File: src/rtl/manch_pkg.sv
`timescale 1ns/1ps
package manch_pkg;
  typedef enum logic [1:0] {PH_IDLE, PH_PRE, PH_SFD, PH_DATA} phase_e;
  typedef enum logic [1:0] {PAT_ONES, PAT_ZEROS, PAT_ONE_ZERO, PAT_ZERO_ONE} pat_e;
endpackage

File: src/rtl/manch_seq.sv
`timescale 1ns/1ps
module manch_seq
  import manch_pkg::*;
#(
  parameter int DATA_W = 8,
  parameter int LEN_W  = 4,
  parameter int CNT_W  = 5
) (
  input  logic              clk_i,
  input  logic              rst_ni,
  input  logic              tick_i,
  input  logic              accept_i,
  input  logic [DATA_W-1:0] data_i,
  input  logic [1:0]        pat_i,
  input  logic [LEN_W-1:0]  len_i,
  input  logic              pol_i,
  input  logic              sync_i,
  output phase_e            phase_o,
  output logic [CNT_W-1:0]  cnt_o,
  output pat_e              pat_o,
  output logic              pol_o,
  output logic              sync_o,
  output logic              bit_o
);
  localparam logic [CNT_W-1:0] DATA_LAST = CNT_W'(2 * DATA_W - 1);

  phase_e             phase_q;
  logic [CNT_W-1:0]   cnt_q;
  logic [DATA_W-1:0]  sh_q;
  logic [LEN_W-1:0]   len_q;
  pat_e               pat_q;
  logic               pol_q, sync_q;
  logic [CNT_W-1:0]   last_cnt;
  logic               slot_last;

  always_comb begin
    unique case (phase_q)
      PH_PRE:  last_cnt = CNT_W'({len_q, 1'b0}) - CNT_W'(1);
      PH_SFD:  last_cnt = sync_q ? CNT_W'(5) : CNT_W'(1);
      default: last_cnt = DATA_LAST;
    endcase
    slot_last = (cnt_q == last_cnt);
  end

  always_ff @(posedge clk_i or negedge rst_ni) begin
    if (!rst_ni) begin
      phase_q <= PH_IDLE;
      cnt_q   <= '0;
      sh_q    <= '0;
      len_q   <= '0;
      pat_q   <= PAT_ONES;
      pol_q   <= 1'b0;
      sync_q  <= 1'b0;
    end else if (accept_i) begin
      phase_q <= (len_i != '0) ? PH_PRE : PH_SFD;
      cnt_q   <= '0;
      sh_q    <= data_i;
      len_q   <= len_i;
      pat_q   <= pat_e'(pat_i);
      pol_q   <= pol_i;
      sync_q  <= sync_i;
    end else if (tick_i && phase_q != PH_IDLE) begin
      if (slot_last) begin
        cnt_q <= '0;
        unique case (phase_q)
          PH_PRE:  phase_q <= PH_SFD;
          PH_SFD:  phase_q <= PH_DATA;
          default: phase_q <= PH_IDLE;
        endcase
      end else begin
        cnt_q <= cnt_q + CNT_W'(1);
      end
      // shift after the second half of each data bit
      if (phase_q == PH_DATA && cnt_q[0]) sh_q <= sh_q >> 1;
    end
  end

  assign phase_o = phase_q;
  assign cnt_o   = cnt_q;
  assign pat_o   = pat_q;
  assign pol_o   = pol_q;
  assign sync_o  = sync_q;
  assign bit_o   = sh_q[0];

  // the preamble is never entered with a zero length
  p_pre_len_r7: assert property (@(posedge clk_i) disable iff (!rst_ni)
    (phase_q == PH_PRE) |-> (len_q != '0));
endmodule

File: src/rtl/manch_line.sv
`timescale 1ns/1ps
module manch_line
  import manch_pkg::*;
#(
  parameter int CNT_W = 5
) (
  input  phase_e           phase_i,
  input  logic [CNT_W-1:0] cnt_i,
  input  pat_e             pat_i,
  input  logic             pol_i,
  input  logic             sync_i,
  input  logic             bit_i,
  output logic             tx_o
);
  logic pre_bit;

  // cnt_i[1] is the parity of the preamble bit index
  always_comb begin
    unique case (pat_i)
      PAT_ONES:     pre_bit = 1'b1;
      PAT_ZEROS:    pre_bit = 1'b0;
      PAT_ONE_ZERO: pre_bit = ~cnt_i[1];
      default:      pre_bit = cnt_i[1];
    endcase
  end

  always_comb begin
    unique case (phase_i)
      PH_PRE:  tx_o = pre_bit ^ pol_i ^ cnt_i[0];
      PH_SFD:  tx_o = sync_i ? (cnt_i < CNT_W'(3)) : (pol_i ^ cnt_i[0]);
      PH_DATA: tx_o = bit_i ^ pol_i ^ cnt_i[0];
      default: tx_o = 1'b1;
    endcase
  end
endmodule

File: src/rtl/manch_tx.sv
`timescale 1ns/1ps
module manch_tx
  import manch_pkg::*;
#(
  parameter int DATA_W = 8,
  parameter int LEN_W  = 4
) (
  input  logic              clk_i,
  input  logic              rst_ni,
  input  logic              tick_i,
  input  logic              valid_i,
  input  logic [DATA_W-1:0] data_i,
  output logic              ready_o,
  input  logic [1:0]        pre_pat_i,
  input  logic [LEN_W-1:0]  pre_len_i,
  input  logic              pol_i,
  input  logic              sync_i,
  output logic              tx_o,
  output logic              busy_o
);
  localparam int PRE_HALVES = 2 * ((1 << LEN_W) - 1);
  localparam int DAT_HALVES = 2 * DATA_W;
  localparam int MAX_HALVES = (PRE_HALVES > DAT_HALVES) ? PRE_HALVES :
                              ((DAT_HALVES > 6) ? DAT_HALVES : 6);
  localparam int CNT_W      = $clog2(MAX_HALVES);

  phase_e           phase;
  logic [CNT_W-1:0] cnt;
  pat_e             pat;
  logic             pol, sync_mode, dbit, accept;

  assign ready_o = (phase == PH_IDLE);
  assign busy_o  = ~ready_o;
  assign accept  = valid_i & ready_o;

  manch_seq #(.DATA_W(DATA_W), .LEN_W(LEN_W), .CNT_W(CNT_W)) u_seq (
    .clk_i    (clk_i),
    .rst_ni   (rst_ni),
    .tick_i   (tick_i),
    .accept_i (accept),
    .data_i   (data_i),
    .pat_i    (pre_pat_i),
    .len_i    (pre_len_i),
    .pol_i    (pol_i),
    .sync_i   (sync_i),
    .phase_o  (phase),
    .cnt_o    (cnt),
    .pat_o    (pat),
    .pol_o    (pol),
    .sync_o   (sync_mode),
    .bit_o    (dbit)
  );

  manch_line #(.CNT_W(CNT_W)) u_line (
    .phase_i (phase),
    .cnt_i   (cnt),
    .pat_i   (pat),
    .pol_i   (pol),
    .sync_i  (sync_mode),
    .bit_i   (dbit),
    .tx_o    (tx_o)
  );

  p_idle_high_r1: assert property (@(posedge clk_i) disable iff (!rst_ni)
    !busy_o |-> tx_o);

  p_accept_busy_r2: assert property (@(posedge clk_i) disable iff (!rst_ni)
    (valid_i && ready_o) |=> busy_o);

  p_hold_no_tick_r3: assert property (@(posedge clk_i) disable iff (!rst_ni)
    (busy_o && !tick_i) |=> $stable(tx_o));

  // every coded bit flips the line at mid-bit
  p_mid_transition_r4: assert property (@(posedge clk_i) disable iff (!rst_ni)
    (busy_o && tick_i && !cnt[0] && !(phase == PH_SFD && sync_mode))
      |=> (tx_o != $past(tx_o)));

  p_end_on_tick_r12: assert property (@(posedge clk_i) disable iff (!rst_ni)
    $fell(busy_o) |-> $past(tick_i));
endmodule

File: config.mk
export PLATFORM = sky130hd
export DESIGN_NAME = manch_tx
export DESIGN_NICKNAME = d
export VERILOG_FILES = /design/src/rtl/manch_pkg.sv /design/src/rtl/manch_seq.sv /design/src/rtl/manch_line.sv /design/src/rtl/manch_tx.sv
export SDC_FILE = /design/constraint.sdc
export NUM_CORES = 1
export LEC_CHECK = 0
export CAP_MARGIN = 20
export CORE_MARGIN = 5
export CORE_UTILIZATION = 45
export DETAILED_ROUTE_END_ITERATION = 8
export PLACE_DENSITY_LB_ADDON = 0.2
export SYNTH_ARGS = -nofsm -noshare
export SYNTH_HDL_FRONTEND = slang
export SYNTH_SLANG_ARGS = --single-unit
File: constraint.sdc
create_clock -name clk_i -period 2.3 [get_ports clk_i]
set_input_delay 0.345 -clock clk_i [delete_from_list [all_inputs] [get_ports clk_i]]
set_output_delay 0.345 -clock clk_i [all_outputs]
set_load 0.02 [all_outputs]
# Yosys cells after proc, flatten, opt, wreduce, memory -nomap -nowiden
# Index checks and enable logic that the tools add are counted.
[word_totals] ff_bits=23 latch_bits=0 ramBits=0 romBits=0 inputBits=20 out_inout_bits=3 elab_cells=51 mem_count=0
[classes] addsub=2 multipliers=0 div_mod_pow=0 magnitude_cmp=1 eq_ne=6 n_shift=0 mux=16 n_bitwise=8 reduce_logical=11
[ops] cell="$mux W8" count=3
[ops] cell="$mux W5" count=3
[ops] cell="$pmux W5 S2" count=1
[ops] cell="$mux W2" count=4
[ops] cell="$reduce_bool A2 Y1" count=4
[ops] cell="$eq A2 B2 Y1 const B" count=3
[ops] cell="$pmux W1 S3" count=2
[ops] cell="$add A5 B1 Y5 const B" count=1
[ops] cell="$eq A5 B5 Y1" count=1
[ops] cell="$lt A5 B2 Y1 const B" count=1
[ops] cell="$sub A5 B1 Y5 const B" count=1
[ops] cell="$xor A1 B1 Y1" count=5
[ops] cell="$eq A2 B1 Y1 const B" count=2
[ops] cell="$logic_not A2 Y1" count=2
[ops] cell="$pmux W2 S2" count=1
[ops] cell="$reduce_and A2 Y1" count=2
[ops] cell="$reduce_bool A4 Y1" count=1
[ops] cell="$mux W3" count=1
[ops] cell="$logic_and A1 B1 Y1" count=2
[ops] cell="$not A1 Y1" count=2
[ops] cell="$and A1 B1 Y1" count=1
[ops] cell="$mux W1" count=1

# Logic depth before layout (Yosys ltp)
# Gate-level depths: netlist (run 1).
[logic_depth] ltp_word=6 depth_mapped=8 depth_no_buf=7

# Modules after synthesis
# From an unflattened synthesis (run 1), not the netlist that was laid out.
[hier_totals] hier_cells=147 hier_area_um2=1451.4
[modules_own_cells] module="manch_seq" instances=1 cells_each=133 area_per_inst_um2=1358.8 seq_area_each_um2=575.6
[modules_own_cells] module="manch_line" instances=1 cells_each=11 area_per_inst_um2=75.1 seq_area_each_um2=0.0
[modules_own_cells] module="manch_tx" instances=1 cells_each=3 area_per_inst_um2=17.5 seq_area_each_um2=0.0

# Least setup slack after synthesis (run 1)
# OpenSTA, ideal clock, no wires.
[synth_path] path_kind="register to register" start="register u_seq.phase_q[0], in the netlist u_seq.phase_o[0]" end="register u_seq.phase_q[1], in the netlist u_seq.phase_o[1]" setup_time_ps=125 t_arrival_ps=1880 required_time_ps=2175 setup_slack_ps=295 path_stages_with_launch=8 path_buffers=0 period_less_slack_ps=2005 path_cell_list="dfrtp_1 inv_1 ha_1 or3b_2 o21ai_0 o32ai_2 nor3_4 mux2_4"
[synth_between] elab_chain_cells=5 word_cells_on_any_way=15 cone_classes="eq/ne (3); mux (5); bitwise (1); reduce/logical (6)"
[synth_rtl] element="start, declared" line_no="manch_seq.sv:27" source="phase_e phase_q;"
[synth_rtl] element="start signal, assigned" line_no="manch_seq.sv:55" source="phase_q <= (len_i != '0) ? PH_PRE : PH_SFD;"
[synth_rtl] element="$eq A2 B2 Y1 or $eq A2 B1 Y1 (tied branches)" line_no="manch_seq.sv:37, manch_seq.sv:65"
[synth_rtl] element="$pmux W5 S2 or $pmux W2 S2 (tied branches)" line_no="manch_seq.sv:37, manch_seq.sv:65"
[synth_rtl] element="$eq A5 B5 Y1 or $mux W2 (tied branches)" line_no="manch_seq.sv:42, manch_seq.sv:63"
[synth_rtl] element="$reduce_bool A2 Y1 (no line) or $mux W2 (tied branches)"
[synth_rtl] element="$reduce_and A2 Y1 (no line) or $mux W2 (tied branches)"
# Parallel ways exist; a longest one is shown, timed or not. The select of a mux whose other input is x is not followed.
# A chain may end at the register's enable or synchronous reset.

# Worst setup path after layout (run 1)
# Same ends and word-level chain as after synthesis.

==> results of run 1 <==
power breakdown:
part | switching (mW) | internal [mW] | total [mW] | leakage (nW)
combinational | 0.674 | 0.543 | 1.22 | 0.489
clock | 0.122 | 0.0677 | 0.190 | 0.0150
sequential | 0.181 | 0.591 | 0.772 | 0.276
total | 0.976 | 1.20 | 2.18 | 0.780
sequential cells by signal (all words and copies together), names as in the netlist:
signal / cells
u_seq.cnt_o: 5
u_seq.len_q: 4
u_seq.pat_o: 2
u_seq.phase_o: 2
u_seq.pol_o: 1
u_seq.sh_q: 8
u_seq.sync_o: 1
synth_stat cells (2+ instances only):
library cell,instances
a31oi_1,8
a21oi_1,2
nand2b_1,2
dfrtp_1,23
xor2_1,4
o21ai_0,8
nand3_1,3
nand2_1,51
and2_1,2
clkbuf_1,4
nor2_1,13
o31ai_1,3
ha_1,6
and4_1,2
inv_1,9
mux2i_1,3
o221ai_1,2
nor2b_1,2
repair_timing:
item                       4_1_cts  5_1_grt
gates resized for setup          2        4
pin swaps                        0        1
gates cloned                     0        0
setup endpoints to repair        1        1
buffers inserted                 0        1
worst max-delay path by stage:
stage	cells past startpoint	end	start	slack (ns)
floorplan	7	u_seq.phase_o[1]	u_seq.phase_o[0]	0.29
global placement	6	tx_o	u_seq.phase_o[0]	0.11
detailed placement	6	tx_o	u_seq.phase_o[0]	0.08
CTS	6	tx_o	u_seq.phase_o[0]	0.01
global route	6	tx_o	u_seq.cnt_o[1]	0.01
finish	7	u_seq.phase_o[1]	u_seq.phase_o[0]	0.07
per-stage QoR:
step	util [%]	hold slack, ns	setup WS [ns]	cells	total power, mW
finish	56.9	0.369	0.0685	226	2.18
global route	56.9	0.417	0.0103	226	2.40
CTS	56.6	0.377	0.0123	225	2.18
detailed placement	55.7	0.490	0.0801	221	2.00
global placement	55.7	0.481	0.107	221	1.96
floorplan	-	0.0494	0.295	165	1.62
routing by layer:
metal  up-vias  track usage [%]
met5         -                0
met4         0             4.40
met3         5             2.91
met2        18             27.2
met1       584             19.2
li1        617                -
cells by family after synthesis:
kind of cell / Yosys count
AND/OR/NAND/NOR: 85
AO/OA/AOI/OAI: 29
flip-flops: 23
buffers and inverters: 14
adder cells (fa/ha/maj): 6
XOR/XNOR: 4
multiplexers: 4
layout make-up:
cell class | count | area share, %
clock buffers | 4 | 1.54
multi-input cells | 128 | 44.6
well taps | 33 | 2.42
repair buffers | 29 | 15.7
flip-flops and latches | 23 | 33.8
inverters | 9 | 1.98
==> flow_metrics.env, run 1 <==
export IMPL_synthCells=165
export IMPL_drv_cap=0
export IMPL_viasPerCell=5.42
export IMPL_cpMaxStageDelayCell="or3b_2"
export IMPL_cpPeakStageDelay_ns=0.45
export IMPL_worstRegToRegCells=7
export IMPL_clockBufferDepth=2
export IMPL_wl_met1_um=1370
export IMPL_fin_crit_ns=2.23
export IMPL_synth_top_family_by_area="simple AND/OR/NAND/NOR gates"
export IMPL_initial_utilization_pct=46.2
export IMPL_synth_compound_area_share_pct=15.3
export IMPL_final_antenna_net_count=0
export IMPL_peakVddDrop_uv=579
export IMPL_die_x_um=65.5
export IMPL_synthAdderAreaFrac_pct=5.42
export IMPL_synth_distinct_cells=36
export IMPL_fin_nets=220
export IMPL_n_antenna_cell=0
export IMPL_cts_buffers=3
export IMPL_synth_area_leaders="dfrtp_1 42%, nand2_1 14%, ha_1 5.4%, a31oi_1 3.6%, nor2_1 3.5%"
export IMPL_regArea_um2=577
export IMPL_grtUsageTotal_pct=15.5
export IMPL_dp_hpwl_um=2300
export IMPL_syn_avg_cell_area_um2=8.40
export IMPL_slew_viol_final=0
export IMPL_crit_family="simple AND/OR/NAND/NOR gates"
export IMPL_r2r_end="u_seq.phase_o[1]"
export IMPL_fmax_ghz=0.448
export IMPL_synth_xor_area_share_pct=2.53
export IMPL_setup_tns_ns=0
export IMPL_min_delay_path_class="in2async"
export IMPL_top_layer="met4"
export IMPL_gp_congestion=0.871
export IMPL_via_count=1224
export IMPL_hold_viol=0
export IMPL_rsz0062_at_grt="false"
export IMPL_hold_buffers=0
export IMPL_run_status="completed"
export IMPL_grt_pass1_wl_um=5250
export IMPL_dr_wl_met3_um=94
export IMPL_htree_levels=1
export IMPL_critPathMaxFanout=5
export IMPL_ys_seq_area_share_pct=41.5
export IMPL_layout_common_cells="51 x nand2_1, 22 x dfrtp_1, 21 x clkdlybuf4s50_1"
export IMPL_routed_wl_um=3000
export IMPL_core_area_mm2=0.00300
export IMPL_critical_path_cell_chain="buf_4 -> ha_1 -> or3b_2 -> o21ai_0 -> o32ai_2 -> nor3_4 -> mux2_4"
export IMPL_synth_edf_count=0
export IMPL_drc_errors=0
export IMPL_grt_pass1_vias=1236
export IMPL_layout_commonest_cell="nand2_1"
export IMPL_synth_mux_area_share_pct=3.25
export IMPL_fin_crit_sh_pct=97.0
export IMPL_cts_root_buffer="clkbuf_4"
export IMPL_finalClockSkew_ns=0.00798
export IMPL_synth_seq_cells=23
export IMPL_p_leak_nw=0.780
export IMPL_multi_input_area_um2=762
export IMPL_endpoint_kind="flop"
export IMPL_worstSetupPathType="reg2reg"
export IMPL_synth_ff_type="dfrtp_1"
export IMPL_clkSinkCount=23
export IMPL_nFillCells=274
export IMPL_relSlewSlack_pct=69.7
export IMPL_yosysWarningCount=0
export IMPL_port_buffers=22
export IMPL_firstDrtPassIters=4
export IMPL_tightest_slew_ns=0.454
export IMPL_arrival_ns=2.44
export IMPL_ff2ff_setup_slack_ns=0.07
export IMPL_critPathBufInv=1
export IMPL_antenna_found_initial=0
export IMPL_wire_per_inst_um=13.3
export IMPL_route_met2_wl_um=1510
export IMPL_ys_async_sr_fraction_pct=100
export IMPL_crit_required_ns=2.50
export IMPL_start_kind="flop"
export IMPL_die_area_mm2=0.00429
export IMPL_die_h_um=65.5
export IMPL_row_count=20
export IMPL_syn2layout_area_growth_pct=23.2
export IMPL_design_area_mm2=0.00171
export IMPL_globalRouteOverflowTotal=0
export IMPL_drt_iter0_markers=49
export IMPL_clk_pin_slew_ns=0.13
export IMPL_syn_area_mm2=0.00139
export IMPL_timing_rr_start="u_seq.phase_o[0]"
export IMPL_clock_latency_ns=0.31
export IMPL_boundaryPins=23
export IMPL_drive_gt1_share_pct=9.33
export IMPL_tritoncts="yes"
export IMPL_place_area_mm2=0.00167
export IMPL_synth_top_area_share_pct=41.5
export IMPL_yosysTopAreaCell="dfrtp_1"
export IMPL_synth_nets=191
export IMPL_setup_violations=0
export IMPL_grt_start_max_net_pins=24
export IMPL_synth_simple_area_share_pct=28.2
export IMPL_p_per_area_mw_per_mm2=1270
No activity file was read; power rests on OpenSTA's default activity.
==> inputs of run 2 (changes only) <==
--- a/config.mk
+++ b/config.mk
@@ -7,7 +7,7 @@
 export LEC_CHECK = 0
 export CAP_MARGIN = 20
 export CORE_MARGIN = 5
-export CORE_UTILIZATION = 45
+export CORE_UTILIZATION = 35
 export DETAILED_ROUTE_END_ITERATION = 8
 export PLACE_DENSITY_LB_ADDON = 0.2
 export SYNTH_ARGS = -nofsm -noshare
==> run 2 against run 1 <==
Combinational power hardly changed. Non-clock buffer count is 1 lower. Via count is 0.98% higher. Sequential power is 0.8% higher. Clock-buffer cell count stayed put. Design area rose by 2.0%. Total power up 4.1%. Cell count is 6.2% higher. Utilization is 10 points lower. Critical path type unchanged. Largest cell class unchanged. Highest routed layer unchanged.
==> flow_metrics.env, run 2 (same netlist as run 1, synthesis figures left out) <==
export IMPL_layout_common_cells="51 x nand2_1, 23 x dfrtp_1, 21 x clkdlybuf4s50_1"
export IMPL_switching_share_pct=44.4
export IMPL_syn2layout_area_growth_pct=25.6
export IMPL_place_inst=236
export IMPL_largest_register_ffs=8
export IMPL_min_delay_path_class="in2async"
export IMPL_nFillCells=383
export IMPL_stdcell_count=240
export IMPL_worstRegToRegCells=7
export IMPL_grt_pass1_wl_um=5580
export IMPL_top_register="u_seq.sh_q"
export IMPL_cts_buffers=3
export IMPL_dp_hpwl_um=2410
export IMPL_run_status="completed"
export IMPL_clock_latency_ns=0.27
export IMPL_core_area_mm2=0.00374
export IMPL_viasPerCell=5.15
export IMPL_firstDrtPassIters=4
export IMPL_hold_slack_ns=0.419
export IMPL_fmax_ghz=0.455
export IMPL_layout_commonest_cell="nand2_1"
export IMPL_hold_buffers=0
export IMPL_htree_levels=1
export IMPL_antenna_found_initial=0
export IMPL_slew_viol_final=0
export IMPL_fin_nets=219
export IMPL_p_per_area_mw_per_mm2=1300
export IMPL_drive_gt1_share_pct=9.38
export IMPL_relSlewSlack_pct=68.5
export IMPL_drc_errors=0
export IMPL_fin_crit_sh_pct=95.5
export IMPL_met1_usage_pct=17.6
export IMPL_p_seq_share_pct=34.3
export IMPL_clkSinkCount=23
export IMPL_fin_crit_ns=2.20
export IMPL_rsz0062_at_grt="false"
export IMPL_grt_busiest_layer="met2"
export IMPL_boundaryPins=23
export IMPL_tightest_slew_ns=0.472
export IMPL_row_count=22
export IMPL_finalClockSkew_ns=0.00814
export IMPL_clk_pin_slew_ns=0.09
export IMPL_drt_iter0_markers=76
export IMPL_clkPwrFrac_pct=11.5
export IMPL_endpoint_kind="flop"
export IMPL_die_x_um=72.9
export IMPL_routed_wl_um=3160
export IMPL_peakVddDrop_uv=484
export IMPL_drv_cap=0
export IMPL_grt_pass1_vias=1218
export IMPL_critPathMaxFanout=6
export IMPL_setup_violations=0
export IMPL_port_buffers=22
export IMPL_final_antenna_net_count=0
export IMPL_crit_required_ns=2.46
export IMPL_p_switching_mw=1.01
export IMPL_n_antenna_cell=0
export IMPL_p_int_mw=1.26
export IMPL_grtUsageMet2_pct=21.4
export IMPL_die_h_um=72.9
export IMPL_cts_root_buffer="clkbuf_8"
export IMPL_use_met3_pct=3.03
export IMPL_via_count=1236
export IMPL_die_area_mm2=0.00532
export IMPL_initial_utilization_pct=37.0
export IMPL_grtUsageTotal_pct=13.2
export IMPL_wire_per_inst_um=13.2
export IMPL_clockBufferDepth=2
export IMPL_hold_viol=0
export IMPL_arrival_ns=2.36
export IMPL_gp_congestion=0.815
export IMPL_worstSetupPathType="reg2reg"
export IMPL_start_kind="flop"
export IMPL_tritoncts="yes"
export IMPL_power_frac_comb_pct=54.2
export IMPL_setup_tns_ns=0
export IMPL_p_leak_nw=0.778
export IMPL_globalRouteOverflowTotal=0
export IMPL_grt_start_max_net_pins=24
==> run 2: final timing paths <==
check                                 start          endpoint  slack [ns]
max in group asynchronous            rst_ni    u_seq.pat_o[0]        1.64
max reg2reg                u_seq.phase_o[0]  u_seq.phase_o[1]        0.10
min                                  rst_ni    u_seq.cnt_o[4]        0.42
min reg2reg                  u_seq.pat_o[1]    u_seq.pat_o[1]        0.51
max                        u_seq.phase_o[0]  u_seq.phase_o[1]        0.10
min in group clk_i           u_seq.pat_o[1]    u_seq.pat_o[1]        0.51
==> run 2: layout make-up <==
type / count / area (um^2) / area share [%]
Multi-Input combinational cell: 128 / 767 / 44.0
Sequential cell: 23 / 576 / 33.0
Timing Repair Buffer: 28 / 260 / 14.9
Tap cell: 48 / 60.1 / 3.45
Clock buffer: 4 / 45.0 / 2.59
Inverter: 9 / 33.8 / 1.94
==> run 2: worst max-delay path: stages (launching register included) <==
cell and delay [ns]:
dfrtp_1 0.41, inv_1 0.08, ha_1 0.27, or3b_2 0.48, o21ai_0 0.11, o32ai_2 0.16, nor3_4 0.25, mux2_4 0.32
==> run 2: what timing repair did <==
| item | in CTS | in global routing |
|---|---|---|
| gates resized for setup | 1 | 5 |
| setup endpoints to repair | 1 | 2 |
| setup buffers | 0 | 0 |
| cloned | 0 | 0 |
==> run 2: through the flow <==
stage	setup slack (ns)	util (%)	power, mW	cell area (um^2)
2_1_floorplan	0.295	-	1.62	1390
3_3_place_gp	0.0987	45.2	1.97	1690
3_5_place_dp	0.0872	45.2	2.02	1690
4_1_cts	0.0570	46.4	2.27	1740
5_1_grt	0.00431	46.5	2.48	1740
6_report	0.103	46.5	2.27	1740
==> run 2: power by group through the flow <==
stage               Combinational, mW  Clock [mW]  Sequential [mW]
floorplan                       0.907           0            0.715
global placement                 1.20           0            0.769
detailed placement               1.23           0            0.784
CTS                              1.23       0.268            0.774
global route                     1.39       0.279            0.812
finish                           1.23       0.261            0.778
==> run 2: routing by layer <==
layer,vias to the layer above,share of wire (%)
met4,0,0.54
li1,613,-
met5,-,0
met2,27,47
met1,594,47
met3,2,5.5
